`config.mk`:
```
export PLATFORM = sky130hd
export DESIGN_NAME = floppy_cfg_reg
export DESIGN_NICKNAME = d
export VERILOG_FILES = /design/src/rtl/fdcfg_pkg.sv /design/src/rtl/fdcfg_store.sv /design/src/rtl/fdcfg_drive_dec.sv /design/src/rtl/fdcfg_settle.sv /design/src/rtl/floppy_cfg_reg.sv
export SDC_FILE = /design/constraint.sdc
export NUM_CORES = 1
export LEC_CHECK = 0
export BUFFER_PORTS_ARGS = -buffer_cell sky130_fd_sc_hd__buf_2
export CORE_MARGIN = 8
export CORE_UTILIZATION = 50
export CTS_CLUSTER_SIZE = 28
export DETAILED_ROUTE_END_ITERATION = 16
export GPL_ROUTABILITY_DRIVEN = 0
export PLACE_DENSITY = 0.82
export SLEW_MARGIN = 20
export SYNTH_ARGS = -nofsm -noshare
export SYNTH_HDL_FRONTEND = slang
export SYNTH_SLANG_ARGS = --single-unit
```
`constraint.sdc`:
```
create_clock -name clk -period 2.6 [get_ports clk]
set_input_delay 0.52 -clock clk [delete_from_list [all_inputs] [get_ports clk]]
set_output_delay 0.52 -clock clk [all_outputs]
set_load 0.005 [all_outputs]
```
`src/rtl/fdcfg_pkg.sv`:
```
package fdcfg_pkg;

  localparam int CFG_W   = 8;
  localparam int NUM_DRV = 4;
  localparam int DRV_W   = $clog2(NUM_DRV);

  // Field layout of the configuration byte, MSB first.
  typedef struct packed {
    logic             busy;       // bit 7
    logic             wprot;      // bit 6
    logic             nmi_en;     // bit 5
    logic             single_den; // bit 4
    logic             clk_8in;    // bit 3
    logic             side_b;     // bit 2
    logic [DRV_W-1:0] drive;      // bits 1:0
  } cfg_t;

endpackage

```
`src/rtl/fdcfg_store.sv`:
```
module fdcfg_store
  import fdcfg_pkg::*;
(
  input  logic             clk,
  input  logic             rst,
  input  logic             wr_en,
  input  logic [CFG_W-1:0] wr_data,
  output cfg_t             cfg
);

  always_ff @(posedge clk) begin
    if (rst)        cfg <= '0;
    else if (wr_en) cfg <= cfg_t'(wr_data);
  end

endmodule

```
`src/rtl/fdcfg_drive_dec.sv`:
```
module fdcfg_drive_dec #(
  parameter int NUM_DRV = 4,
  localparam int DRV_W  = $clog2(NUM_DRV)
) (
  input  logic               clk,
  input  logic               rst,
  input  logic [DRV_W-1:0]   drive,
  input  logic               use_big,
  input  logic               head_load,
  output logic [NUM_DRV-1:0] big_sel,
  output logic [NUM_DRV-1:0] small_sel,
  output logic [NUM_DRV-1:0] big_head,
  output logic [NUM_DRV-1:0] small_head
);

  // Each drive line has its own flops. Selects and head lines come from
  // the same source, so a head line can never lead its select.
  for (genvar g = 0; g < NUM_DRV; g++) begin : g_drv
    logic hit;
    assign hit = (drive == DRV_W'(g));

    always_ff @(posedge clk) begin
      if (rst) begin
        big_sel[g]    <= 1'b0;
        small_sel[g]  <= 1'b0;
        big_head[g]   <= 1'b0;
        small_head[g] <= 1'b0;
      end else begin
        big_sel[g]    <= hit &  use_big;
        small_sel[g]  <= hit & ~use_big;
        big_head[g]   <= hit &  use_big & head_load;
        small_head[g] <= hit & ~use_big & head_load;
      end
    end
  end

endmodule

```
`src/rtl/fdcfg_settle.sv`:
```
module fdcfg_settle #(
  parameter int SETTLE_CYC = 16,
  localparam int CNT_W     = $clog2(SETTLE_CYC + 1)
) (
  input  logic clk,
  input  logic rst,
  input  logic head_load,
  output logic settled
);

  logic             hl_prev;
  logic [CNT_W-1:0] remain;
  logic             hl_rise;

  assign hl_rise = head_load & ~hl_prev;

  always_ff @(posedge clk) begin
    if (rst) begin
      hl_prev <= 1'b0;
      remain  <= '0;
      settled <= 1'b0;
    end else begin
      hl_prev <= head_load;
      if (hl_rise)
        remain <= CNT_W'(SETTLE_CYC);
      else if (remain != '0)
        remain <= remain - 1'b1;
      settled <= head_load & hl_prev & (remain == '0);
    end
  end

endmodule

```
`src/rtl/floppy_cfg_reg.sv`:
```
module floppy_cfg_reg
  import fdcfg_pkg::*;
#(
  parameter int SETTLE_CYC = 16
) (
  input  logic               clk,
  input  logic               rst,
  input  logic               wr_en,
  input  logic [CFG_W-1:0]   wr_data,
  input  logic               head_load_in,
  input  logic               intrq_in,
  output logic [CFG_W-1:0]   rd_data,
  output logic [NUM_DRV-1:0] big_sel,
  output logic [NUM_DRV-1:0] small_sel,
  output logic [NUM_DRV-1:0] big_head,
  output logic [NUM_DRV-1:0] small_head,
  output logic               side_b,
  output logic               clk_8in,
  output logic               single_den,
  output logic               wprot_flag,
  output logic               host_busy,
  output logic               nmi_out,
  output logic               head_settled,
  output logic               led_size_green,
  output logic               led_den_green,
  output logic               led_side_green
);

  cfg_t cfg;

  fdcfg_store u_store (
    .clk     (clk),
    .rst     (rst),
    .wr_en   (wr_en),
    .wr_data (wr_data),
    .cfg     (cfg)
  );

  assign rd_data = cfg;

  fdcfg_drive_dec #(.NUM_DRV(NUM_DRV)) u_dec (
    .clk        (clk),
    .rst        (rst),
    .drive      (cfg.drive),
    .use_big    (cfg.clk_8in),
    .head_load  (head_load_in),
    .big_sel    (big_sel),
    .small_sel  (small_sel),
    .big_head   (big_head),
    .small_head (small_head)
  );

  fdcfg_settle #(.SETTLE_CYC(SETTLE_CYC)) u_settle (
    .clk       (clk),
    .rst       (rst),
    .head_load (head_load_in),
    .settled   (head_settled)
  );

  // Controller lines, flags, indicators and interrupt gate, all registered.
  always_ff @(posedge clk) begin
    if (rst) begin
      side_b         <= 1'b0;
      clk_8in        <= 1'b0;
      single_den     <= 1'b0;
      wprot_flag     <= 1'b0;
      host_busy      <= 1'b0;
      nmi_out        <= 1'b0;
      led_size_green <= 1'b0;
      led_den_green  <= 1'b0;
      led_side_green <= 1'b0;
    end else begin
      side_b         <= cfg.side_b;
      clk_8in        <= cfg.clk_8in;
      single_den     <= cfg.single_den;
      wprot_flag     <= cfg.wprot;
      host_busy      <= cfg.busy;
      nmi_out        <= intrq_in & cfg.nmi_en;
      led_size_green <= cfg.clk_8in;
      led_den_green  <= cfg.single_den;
      led_side_green <= ~cfg.side_b;
    end
  end

endmodule

```
# After elaboration in Yosys (flattened, before gate mapping)
# Cells that the tools add are included.
# totals
mem_bits_ro	0
n_memories	0
reg_bits	38
mem_bits_rw	0
elab_cells	68
in_bits	13
latchBits	0
# op_classes
n_eq_ne	3
n_reduce_logical	5
magnitude_cmp	0
shifts	0
n_mux	2
n_bitwise	23
mul	0
n_div	0
n_addsub	1
# ops
operator	n
1-bit bitwise AND	20
5-bit two-way mux	2
5-bit zero test	1
5-bit nonzero test	1
5-bit by 1-bit subtractor with 5-bit output (second input constant)	1
2-bit equality test (second input constant)	2
1-bit NOT	3
2-bit by 1-bit equality test with 1-bit output (second input constant)	1
2-bit zero test	1
2-bit nonzero test	1
2-bit OR reduction	1

# Logic depth before layout (Yosys ltp)
# logic_depth
depth_word	3
depth_mapped	5
depth_no_buf	5

# Cells and area by module
# A second synthesis with hierarchy kept.
# unflattened
hier_cells	107
area_unflattened_um2	1221.2
# by_module_without_submodules
module	area_per_inst_um2	n_inst	seq_area_each_um2	cells_each
fdcfg_drive_dec	436.7	1	320.3	38
fdcfg_settle	286.5	1	140.1	27
fdcfg_store	285.3	1	160.2	26
floppy_cfg_reg	212.7	1	140.1	16

# Worst setup path after synthesis
# OpenSTA, ideal clock, no wires.
# synth_path
path_type	flip-flop to flip-flop
from	reg u_settle.remain[0]
to	reg u_settle.remain[1]
n_path_buf	0
setup_time_ps	86
path_stages_with_launch	6
period_less_slack_ps	1211
path_slack_ps	1389
arrival_ps	1126
cell_sequence	dfxtp_1 > inv_1 > ha_1 > nor4b_4 > nor2b_1 > a211oi_1
# synth_via
elab_chain_len	1
elab_cells_between_ends	2
cone_classes	add/sub (1); reduce/logical (1)
# synth_lines
element	line_no	source
from (decl)	fdcfg_settle.sv:12	logic [CNT_W-1:0] remain;
from (signal assigned)	fdcfg_settle.sv:25	remain <= CNT_W'(SETTLE_CYC);
from (signal assigned)	fdcfg_settle.sv:27	remain <= remain - 1'b1;
5-bit by 1-bit subtractor with 5-bit output / 5-bit nonzero test (equally long branches)	fdcfg_settle.sv:27, fdcfg_settle.sv:26	
# Parallel ways exist; a longest one is shown, timed or not.
# A chain may end at the register's enable or synchronous reset.

# Worst setup path in the final report
# layout_path
from	reg, netlist name u_store.cfg[0]
to	out rd_data[0]
# layout_lines
element	line_no	source
to (decl)	floppy_cfg_reg.sv:12	output logic [CFG_W-1:0] rd_data,
# No word-level cell between the ends.

==> results.md <==
- Status: finished clean
- Hold EP: nmi_out
- RSZ-0062 raised after global routing: false
- Syn-to-layout area delta: 25.0%
- Input/output buffers: 46
- Max-slew violation count: 0
- Max Clock Skew: 7.84 ps
- Synth area leaders: dfxtp_1, mux2i_1, nor2_1, nand2b_1, nor2b_1
- Buf+Inv Stages, Crit Path: 1
- Nets: 174
- Chip height: 65.2 um
- Least-Margin Pin Slew: 412 ps
- Final setup violation count: 0
- Worst EP required: 2080 ps
- Total power: 1310 uW
- Synthesized area: 1210 um2
- Wire per inst: 12.7 um
- Average size of a mapped cell: 10.6 um2
- Hold Buf Count CTS: 0
- Starting Density: 50.7%
- CTS HTree Levels: 2
- CP cell instances: buf_2
- Crit path max-delay cell type: dfxtp_1
- Slowest stage delay, CP: 570 ps
- CTS tree: done
- Synth Area in Adders: 1.03%
- Mapped Nets: 128
- Total congestion overflow: 0
- CP arrival: 1090 ps
- Die W: 65.2 um
- Wire length on met3: 195 um
- Worst skew pair latency: 330 ps
- Post-Synth Simple-Gate Area: 21.3%
- HP Start: intrq_in
- WL final: 2.42 mm
- Share of layout cells above drive strength 1: 33.5%
- Mapped Cells: 114
- Worst r2r src: u_settle.remain[0]
- Hpwl dp: 1.88 mm
- CP Launch Type: flip-flop
- Synth top area share: 62.9%
- First-pass GRT wire length: 4.13 mm
- Leakage: 0.000756 uW
- Synth Area in Compound Gates: 1.45%
- Cell Rows: 18
- Pre-CTS setup slack: 1170 ps
- Top Layer Used: met4
- Layout Cells excl Fill: 191
- Pwr per Cell Area: 863 nW/um2
- Largest net degree at the start of global routing: 22
- CTS max path bufs: 2
- Initial drt markers: 18
- TritonCTS Sinks: 38
- Antenna cell count: 0
- Worst reg2reg endpoint: u_settle.remain[1]
- Max-cap violations: 0
- Final ANT Viol Nets: 0
- Vias: 906
- Final min period: 1610 ps
- Router iterations before antenna repair: 2
- Placed cells: 183
- Initial antenna violation count: 0
- Clock transition at path regs: 100 ps
- M1 wire length: 1.01 mm
- Period Utilization, post-route: 61.9%
- Register area share after synthesis: 62.9%
- Synth area leader: dfxtp_1
- R2R depth: 5
- Met2 routed WL: 1.18 mm
- CTS buffer count: 5
- #FFs+latches synth: 38
- Setup CP Type: flip-flop to primary output
- Remaining DRCs: 0
- Core area: 2390 um2
- CTS root buffer: clkbuf_4
- Mux contribution to synthesized area: 6.62%
- Post-synth cell types: 19
- Largest family of logic cells by synthesized area: simple AND/OR/NAND/NOR gates
- Postcts setup bufs: 0
- CP endpoint kind: primary output
- Post-CTS sizing: 0
- Gr usage total: 12.3%
- Setup TNS: 0 ps
- Total I/O pin count: 47
- Hold Path Depth: 3
- HP Class: primary input to flip-flop
- Max IR drop VDD: 0.525 mV
- Final Hold Fails: 0
- Die ar.: 4250 um2
- Critical path's top delay family: flip-flops
- Average via count per standard cell: 4.74
- Setup ws final: 991 ps
- Crit-path max FO: 12
- Max Fclk: 621 MHz
- Syn. warnings: 0
- Vias in the first global route: 973
- R2R setup slack: 1210 ps
- Post-Synth XOR/XNOR Area: 2.17%
- Slew HR: 72.4%
==> Yosys cell counts <==
cell type / number
a211oi_1: 1
a21oi_1: 1
and3_2: 1
buf_2: 2
buf_4: 3
clkbuf_1: 2
dfxtp_1: 38
ha_1: 1
inv_1: 4
mux2i_1: 8
nand2_1: 5
nand2b_1: 7
nor2_1: 21
nor2b_1: 6
nor3_1: 7
nor4_1: 2
nor4b_4: 1
o21ai_0: 1
xnor2_1: 3
==> cells by family after synthesis <==
group	after synthesis
xor+xnor	3
fa+ha+maj	1
simple gates	50
flops	38
buf+inv	11
mux	8
compound gates	3
==> worst max-delay path by stage <==
stage | slack [ps] | end | from | cells past startpoint
floorplan | 1390 | u_settle.remain[1] | u_settle.remain[0] | 5
global placement | 1240 | u_settle.settled | rst | 4
detailed placement | 1170 | u_settle.settled | rst | 4
CTS | 980 | rd_data[0] | u_store.cfg[0] | 1
global route | 910 | rd_data[0] | u_store.cfg[0] | 1
finish | 990 | rd_data[0] | u_store.cfg[0] | 1
==> flip-flops by register name (all words and copies together), names as in the netlist, 4 cells and up <==
signal / count
u_store.cfg: 8
u_settle.remain: 5
u_dec.big_head: 4
u_dec.big_sel: 4
u_dec.small_head: 4
u_dec.small_sel: 4
==> cells in the final DEF (no fill, tap or decap), types with 2 or more instances in the layout <==
cell / count
mux2i_1: 8
clkbuf_1: 2
nor2b_1: 6
nand2_1: 5
nor2_1: 21
nand2b_1: 7
buf_2: 46
xnor2_1: 3
nor4_1: 2
inv_1: 4
nor3_1: 7
dfxtp_1: 38
clkbuf_4: 5
==> per-stage QoR <==
step	utilization, %	hold WS (ps)	cell area, um2
after floorplan	-	435	1210
after global placement	60.2	433	1440
after detailed placement	60.2	445	1440
after CTS	63.4	392	1510
after global routing	63.4	386	1510
final	63.4	406	1510
==> power breakdown <==
group          switching [uW]  leakage (uW)  internal (uW)
Sequential               42.7      0.000311            632
Combinational             121      0.000405            133
Clock                     173     0.0000395            204
Total                     336      0.000755            969
==> layout make-up <==
| class | count | area [um2] |
|---|---|---|
| multi-input cells | 65 | 394 |
| repair buffers | 46 | 230 |
| fillers | 232 | 875 |
| clock buffers | 7 | 45.0 |
| flip-flops and latches | 38 | 761 |
| well taps | 30 | 37.5 |
| inverters | 4 | 15.0 |
| clock inverters | 1 | 30.0 |
==> layer usage <==
metal / up-vias / global-route usage, %
li1: 457 / -
met1: 413 / 11.5
met2: 32 / 21.5
met3: 4 / 6.12
met4: 0 / 6.54
met5: - / 0
Power figures use the tool's default switching activity.
